==> config.mk <==
export PLATFORM = sky130hd
export DESIGN_NAME = nbw_burst_gen
export DESIGN_NICKNAME = d
export VERILOG_FILES = /design/src/rtl/nbw_pkg.sv /design/src/rtl/nbw_addr_step.sv /design/src/rtl/nbw_lane_strobe.sv /design/src/rtl/nbw_beat_ctrl.sv /design/src/rtl/nbw_burst_gen.sv
export SDC_FILE = /design/constraint.sdc
export NUM_CORES = 1
export LEC_CHECK = 0
export BUFFER_PORTS_ARGS = -buffer_cell sky130_fd_sc_hd__buf_2
export CAP_MARGIN = 20
export CORE_ASPECT_RATIO = 0.5
export CORE_UTILIZATION = 50
export CTS_CLUSTER_SIZE = 12
export DETAILED_ROUTE_END_ITERATION = 8
export PLACE_DENSITY = 0.77
export SYNTH_ARGS = -nofsm -noshare
export SYNTH_HDL_FRONTEND = slang
export SYNTH_HIERARCHICAL = 1
export SYNTH_SLANG_ARGS = --single-unit
==> constraint.sdc <==
create_clock -name clk_i -period 3.3 [get_ports clk_i]
set_input_delay 0.66 -clock clk_i [delete_from_list [all_inputs] [get_ports clk_i]]
set_output_delay 0.66 -clock clk_i [all_outputs]
set_load 0.005 [all_outputs]
==> src/rtl/nbw_pkg.sv <==
package nbw_pkg;
  typedef enum logic [1:0] {
    TR_IDLE   = 2'b00,
    TR_BUSY   = 2'b01,
    TR_NONSEQ = 2'b10,
    TR_SEQ    = 2'b11
  } trans_e;

  typedef enum logic [2:0] {
    BT_SINGLE = 3'd0,
    BT_INCR   = 3'd1,
    BT_WRAP4  = 3'd2,
    BT_INCR4  = 3'd3,
    BT_WRAP8  = 3'd4,
    BT_INCR8  = 3'd5,
    BT_WRAP16 = 3'd6,
    BT_INCR16 = 3'd7
  } burst_e;
endpackage

==> src/rtl/nbw_addr_step.sv <==
module nbw_addr_step #(
  parameter int ADDR_W = 32
) (
  input  logic [ADDR_W-1:0] addr_i,
  input  logic [2:0]        size_i,
  input  logic              wrap_i,
  input  logic [2:0]        wrap_log_i,
  output logic [ADDR_W-1:0] next_o
);
  logic [ADDR_W-1:0] inc, sum, blk_mask;
  logic [3:0]        blk_log;

  always_comb begin
    inc      = ADDR_W'(1) << size_i;
    sum      = addr_i + inc;
    blk_log  = {1'b0, wrap_log_i} + {1'b0, size_i};
    blk_mask = (ADDR_W'(1) << blk_log) - ADDR_W'(1);
    // wrap keeps upper bits, lets only the in-block offset roll over
    next_o   = wrap_i ? ((addr_i & ~blk_mask) | (sum & blk_mask)) : sum;
  end
endmodule

==> src/rtl/nbw_lane_strobe.sv <==
module nbw_lane_strobe #(
  parameter int DATA_W = 32
) (
  input  logic [$clog2(DATA_W/8)-1:0] off_i,
  input  logic [2:0]                  size_i,
  input  logic                        wi_i,
  output logic [DATA_W/8-1:0]         strb_o
);
  localparam int LANES    = DATA_W / 8;
  localparam int LANE_LOG = $clog2(LANES);

  logic [2*LANES-1:0]  ones_w, le_w;
  logic [LANE_LOG-1:0] off_al, sz_mask;
  logic [LANES-1:0]    le;

  always_comb begin
    sz_mask = LANE_LOG'((LANES'(1) << size_i) - LANES'(1));
    off_al  = off_i & ~sz_mask;
    ones_w  = ((2*LANES)'(1) << (LANES'(1) << size_i)) - (2*LANES)'(1);
    le_w    = ones_w << off_al;
    le      = le_w[LANES-1:0];
  end

  for (genvar g = 0; g < LANES; g++) begin : g_lane
    assign strb_o[g] = wi_i ? le[LANES-1-g] : le[g];
  end
endmodule

==> src/rtl/nbw_beat_ctrl.sv <==
module nbw_beat_ctrl #(
  parameter int CNT_W = 4
) (
  input  logic             clk_i,
  input  logic             rst_ni,
  input  logic             start_i,
  input  logic [CNT_W-1:0] beats_m1_i,
  input  logic             hready_i,
  output logic             load_o,
  output logic             adv_o,
  output logic             active_o,
  output logic             first_o,
  output logic             done_o
);
  logic             active_q, first_q, done_q;
  logic [CNT_W-1:0] remain_q;
  logic             take, last;

  assign load_o   = start_i & ~active_q;
  assign take     = active_q & hready_i;
  assign last     = (remain_q == '0);
  assign adv_o    = take & ~last;
  assign active_o = active_q;
  assign first_o  = first_q;
  assign done_o   = done_q;

  always_ff @(posedge clk_i or negedge rst_ni) begin
    if (!rst_ni) begin
      active_q <= 1'b0;
      first_q  <= 1'b0;
      done_q   <= 1'b0;
      remain_q <= '0;
    end else if (load_o) begin
      active_q <= 1'b1;
      first_q  <= 1'b1;
      done_q   <= 1'b0;
      remain_q <= beats_m1_i;
    end else if (take) begin
      first_q <= 1'b0;
      if (last) begin
        active_q <= 1'b0;
        done_q   <= 1'b1;
      end else begin
        remain_q <= remain_q - CNT_W'(1);
        done_q   <= 1'b0;
      end
    end else begin
      done_q <= 1'b0;
    end
  end
endmodule

==> src/rtl/nbw_burst_gen.sv <==
module nbw_burst_gen
  import nbw_pkg::*;
#(
  parameter int ADDR_W = 32,
  parameter int DATA_W = 32,
  parameter int LEN_W  = 4
) (
  input  logic                clk_i,
  input  logic                rst_ni,
  input  logic                start_i,
  input  logic [ADDR_W-1:0]   start_addr_i,
  input  logic [2:0]          size_i,
  input  logic [2:0]          burst_i,
  input  logic [LEN_W-1:0]    len_i,
  input  logic                wi_mode_i,
  input  logic                hready_i,
  output logic [ADDR_W-1:0]   haddr_o,
  output logic [1:0]          htrans_o,
  output logic [2:0]          hsize_o,
  output logic [2:0]          hburst_o,
  output logic [DATA_W/8-1:0] hwstrb_o,
  output logic                busy_o,
  output logic                done_o
);
  localparam int LANES    = DATA_W / 8;
  localparam int LANE_LOG = $clog2(LANES);
  localparam int CNT_W    = (LEN_W > 4) ? LEN_W : 4;

  logic [2:0]        size_c;
  logic [CNT_W-1:0]  beats_m1;
  logic [ADDR_W-1:0] addr_al, addr_q, addr_nxt;
  logic [2:0]        size_q, burst_q, wrap_log;
  logic              wi_q, wrap_q;
  logic              load, adv, active, first;
  logic [LANES-1:0]  strb;

  // oversize codes fall back to full bus width
  assign size_c  = (size_i > 3'(LANE_LOG)) ? 3'(LANE_LOG) : size_i;
  assign addr_al = start_addr_i & ~((ADDR_W'(1) << size_c) - ADDR_W'(1));

  always_comb begin
    unique case (burst_e'(burst_i))
      BT_SINGLE:           beats_m1 = CNT_W'(0);
      BT_INCR:             beats_m1 = CNT_W'(len_i);
      BT_WRAP4, BT_INCR4:  beats_m1 = CNT_W'(3);
      BT_WRAP8, BT_INCR8:  beats_m1 = CNT_W'(7);
      default:             beats_m1 = CNT_W'(15);
    endcase
  end

  always_comb begin
    wrap_q = (burst_q == BT_WRAP4) || (burst_q == BT_WRAP8) || (burst_q == BT_WRAP16);
    unique case (burst_e'(burst_q))
      BT_WRAP4: wrap_log = 3'd2;
      BT_WRAP8: wrap_log = 3'd3;
      default:  wrap_log = 3'd4;
    endcase
  end

  nbw_beat_ctrl #(.CNT_W(CNT_W)) u_ctrl (
    .clk_i      (clk_i),
    .rst_ni     (rst_ni),
    .start_i    (start_i),
    .beats_m1_i (beats_m1),
    .hready_i   (hready_i),
    .load_o     (load),
    .adv_o      (adv),
    .active_o   (active),
    .first_o    (first),
    .done_o     (done_o)
  );

  nbw_addr_step #(.ADDR_W(ADDR_W)) u_step (
    .addr_i     (addr_q),
    .size_i     (size_q),
    .wrap_i     (wrap_q),
    .wrap_log_i (wrap_log),
    .next_o     (addr_nxt)
  );

  nbw_lane_strobe #(.DATA_W(DATA_W)) u_lane (
    .off_i  (addr_q[LANE_LOG-1:0]),
    .size_i (size_q),
    .wi_i   (wi_q),
    .strb_o (strb)
  );

  always_ff @(posedge clk_i or negedge rst_ni) begin
    if (!rst_ni) begin
      addr_q  <= '0;
      size_q  <= '0;
      burst_q <= '0;
      wi_q    <= 1'b0;
    end else if (load) begin
      addr_q  <= addr_al;
      size_q  <= size_c;
      burst_q <= burst_i;
      wi_q    <= wi_mode_i;
    end else if (adv) begin
      addr_q  <= addr_nxt;
    end
  end

  assign haddr_o  = addr_q;
  assign htrans_o = !active ? TR_IDLE : (first ? TR_NONSEQ : TR_SEQ);
  assign hsize_o  = size_q;
  assign hburst_o = burst_q;
  assign hwstrb_o = active ? strb : '0;
  assign busy_o   = active;
endmodule

==> results.toml <==
[status]
outcome = "finished with violations"
violations = "negative setup slack"

[grt]
grt_max_degree = 40
antenna_found_initial = 0
grt_first_pass_wirelength_mm = 17.4
grt_pass1_vias = 3628
grt-ovfl-total = 0
grt_usage_pct = 25.2

[synth]
yosysWarnings = 6
syn-num-nets = 560
syn_inst = 489
async_flop_share_pct = 100
syn_area_per_cell_um2 = 8.65
yosysTopAreaCellShare_pct = 27.2
synth_enable_flop_cells = 0
syn-cell-area_um2 = 4230
ys_seq_area_share_pct = 27.2
ys_types = 73
synth_area_leaders = "dfrtp_1, mux2i_1, ha_1, nand2_1, o21ai_1"
yosysTopAreaCell = "dfrtp_1"
ys.flop_type = "dfrtp_1"
ys_ff_latch = 46

[power_and_ir_drop]
ir_worst_vdd_v = 0.000675
report.power.total_mw = 5.97
p_leak_nw = 2.53
pwr-share-comb_pct = 68.4
seqPwrFrac_pct = 20.3
switching_share_pct = 45.5
internal-power_mw = 3.26
net-switching-power_mw = 2.72
p_clk_share_pct = 11.3
cellPowerDensity_nw_per_um2 = 1110

[clock_network]
cts-root-buf = "clkbuf_16"
cts_tree = "built"
cts_buffers = 5
clk_latency_ps = 300
cts_buffer_depth = 2
clkSlewWorstSetupHoldPaths_ps = 70
cts.sinks = 46
ctsHoldBuffers = 0
htreeDepth = 2

[critical_path]
critPathSlowestCell = "fa_2"
critPathKind = "flip-flop to flip-flop"
critical_path.max_fanout = 4
arrival_ps = 3550
endpoint_kind = "flip-flop"
startpoint_type = "flip-flop"
required_ps = 3460
max_stage_delay_ps = 560
crit_chain = "nor3b_2 -> ha_2 -> inv_2 -> fa_2 -> nand4bb_1 -> o32ai_4 -> or2b_4 -> ha_4 -> nor2_4 -> nand2_1 -> o22ai_1 -> a221o_1 -> mux2_4 -> mux2i_1 -> o21ai_1"
r2r_slack_ps = -90

[timing]
max_freq_ghz = 0.295
clock-skew-final_ps = 3.69
fin_crit_sh_pct = 103
relSlewSlack_pct = 44.5
final-setup-viol-count = 6
rsz0062_at_grt = "true"
hold_viol_final = 0
fin_ws_ps = -91.3
slew_viol_final = 0
worstMarginPinSlew_ps = 830
period_minus_slack_ps = 3390
timing.hold.ws_ps = 403

[placed_design]
dp_hpwl_mm = 8.14
portBuffers = 92
dp_cells = 700
dp_slack_ps = -58.5
gp_congestion = 0.896

[die]
placementRows = 23
die_h_um = 67.1
initial_utilization_pct = 52.1
coreArea_um2 = 8120
die_x_um = 132
dieArea_um2 = 8860
floorplan.io_pins = 93

[finish]
n_fill_cell = 686
area_growth_pct = 27.1
final_cell_count_no_fill = 713
layout-drive-gt1-share_pct = 31.8
diodes = 0
final_nets = 671

[run]
cap_violations = 0

[route]
drc = 0
viasPerCell = 5.75
drt-initial-drc-count = 241
postRouteAntennaNets = 0
vias = 4101
firstDrtPassIters = 4
wl_mm = 11.6
routedWlPerCell_um = 16.2

[worst_hold_path]
min_path_type = "input pin to asynchronous set/reset pin"
[cell families (layout without fill, tap and decap cells)]
kind of cell	count (synthesis)	after routing	share of synthesized area (%)
AO/OA/AOI/OAI	121	121	19.8
XOR/XNOR	35	35	7.42
adder cells (fa/ha/maj)	24	24	7.45
buffers and inverters	46	158	5.94
flip-flops	46	46	27.2
multiplexers	45	45	11.2
AND/OR/NAND/NOR	172	172	21.0
[flip-flops by register name, summed over array words and instances (netlist names)]
name             count
haddr_o             32
u_ctrl/remain_q      4
hburst_o             3
hsize_o              3
u_ctrl/active_o      1
u_ctrl/done_o        1
u_ctrl/first_o       1
wi_q                 1
[power by group through the flow]
stage | logic (mW) | registers [mW] | clock network [mW]
floorplan | 2.58 | 1.16 | 0
global placement | 3.61 | 1.20 | 0
detailed placement | 3.68 | 1.21 | 0
CTS | 3.80 | 1.20 | 0.680
global route | 4.46 | 1.26 | 0.703
finish | 4.09 | 1.21 | 0.675
[metal layers]
| metal | wire length, um | part of all wire (%) | track usage (%) |
|---|---|---|---|
| met1 | 5280 | 46 | 32.7 |
| met5 | 0 | 0 | 0 |
| met4 | 200 | 1.7 | 8.87 |
| met2 | 5370 | 47 | 42.0 |
| met3 | 703 | 6.1 | 5.25 |
[cell usage after synthesis, types with 4 or more instances]
| cell | count |
|---|---|
| a21o_1 | 8 |
| nor4_1 | 6 |
| and2_1 | 5 |
| mux2_2 | 4 |
| nand2_1 | 59 |
| xor2_1 | 16 |
| dfrtp_1 | 46 |
| nand4_1 | 6 |
| a21oi_1 | 15 |
| a31oi_1 | 7 |
| ha_1 | 22 |
| o211ai_1 | 6 |
| and3_1 | 9 |
| nor2b_1 | 7 |
| buf_2 | 5 |
| nor2_1 | 31 |
| mux2i_1 | 35 |
| nand2b_1 | 6 |
| xnor2_1 | 18 |
| nor3_1 | 9 |
| o21ai_0 | 8 |
| o21ai_1 | 33 |
| clkbuf_1 | 7 |
| o2111ai_1 | 5 |
| nand3_1 | 10 |
| inv_1 | 23 |
[worst max-delay path: cells and delay by family, from the launching register on]
kind / cells / cell delay, ps
and+or+nand+nor: 5 / 830
muxes: 2 / 440
AOI/OAI and AO/OA: 4 / 570
buffers and inverters: 1 / 40
adders and majority gates: 3 / 960
DFF: 1 / 410
[final cells by class]
class / instances / area, um^2 / share of cell area, %
inverter: 25 / 93.8 / 1.74
sequential: 46 / 1150 / 21.4
clock inverter: 3 / 68.8 / 1.28
clock buffer: 5 / 125 / 2.33
timing repair buffer: 125 / 736 / 13.7
multi-input combinational: 397 / 3060 / 56.9
tap: 112 / 140 / 2.61
[repair_timing]
action | in CTS | in global routing
resized for setup | 6 | 32
pin swaps | 2 | 16
setup buffers | 2 | 3
setup endpoints to repair | 10 | 21
[placed cells by master, fill, tap and decap left out, types with 5 or more instances in the layout]
cell type	count
a21o_1	8
a21oi_1	13
a31oi_1	6
and2_1	5
and3_1	9
buf_2	92
buf_4	28
clkbuf_16	5
dfrtp_1	45
ha_1	18
inv_1	21
mux2_4	5
mux2i_1	34
nand2_1	58
nand2b_1	6
nand3_1	10
nand4_1	6
nor2_1	27
nor2b_1	5
nor3_1	6
o2111ai_1	5
o211ai_1	6
o21ai_0	5
o21ai_1	36
xnor2_1	18
xor2_1	16
[metrics by stage]
stage               TNS [ps]  utilization (%)  area, um^2
finish                  -264             66.3        5380
global route           -2410             66.3        5380
CTS                     -178             63.8        5170
detailed placement      -131             60.9        4940
global placement           0             60.9        4940
floorplan               -216                -        4280
[path summary, 6_finish.rpt]
check,end,depth (start not counted),startpoint
min reg2reg,u_ctrl/first_o,2,u_ctrl/first_o
max,haddr_o[4],15,hburst_o[1]
max reg2reg,haddr_o[4],15,hburst_o[1]
min,haddr_o[24],1,rst_ni
min in group clk_i,u_ctrl/first_o,2,u_ctrl/first_o
max in group asynchronous,hsize_o[2],2,rst_ni
No activity file was read; power rests on OpenSTA's default activity.
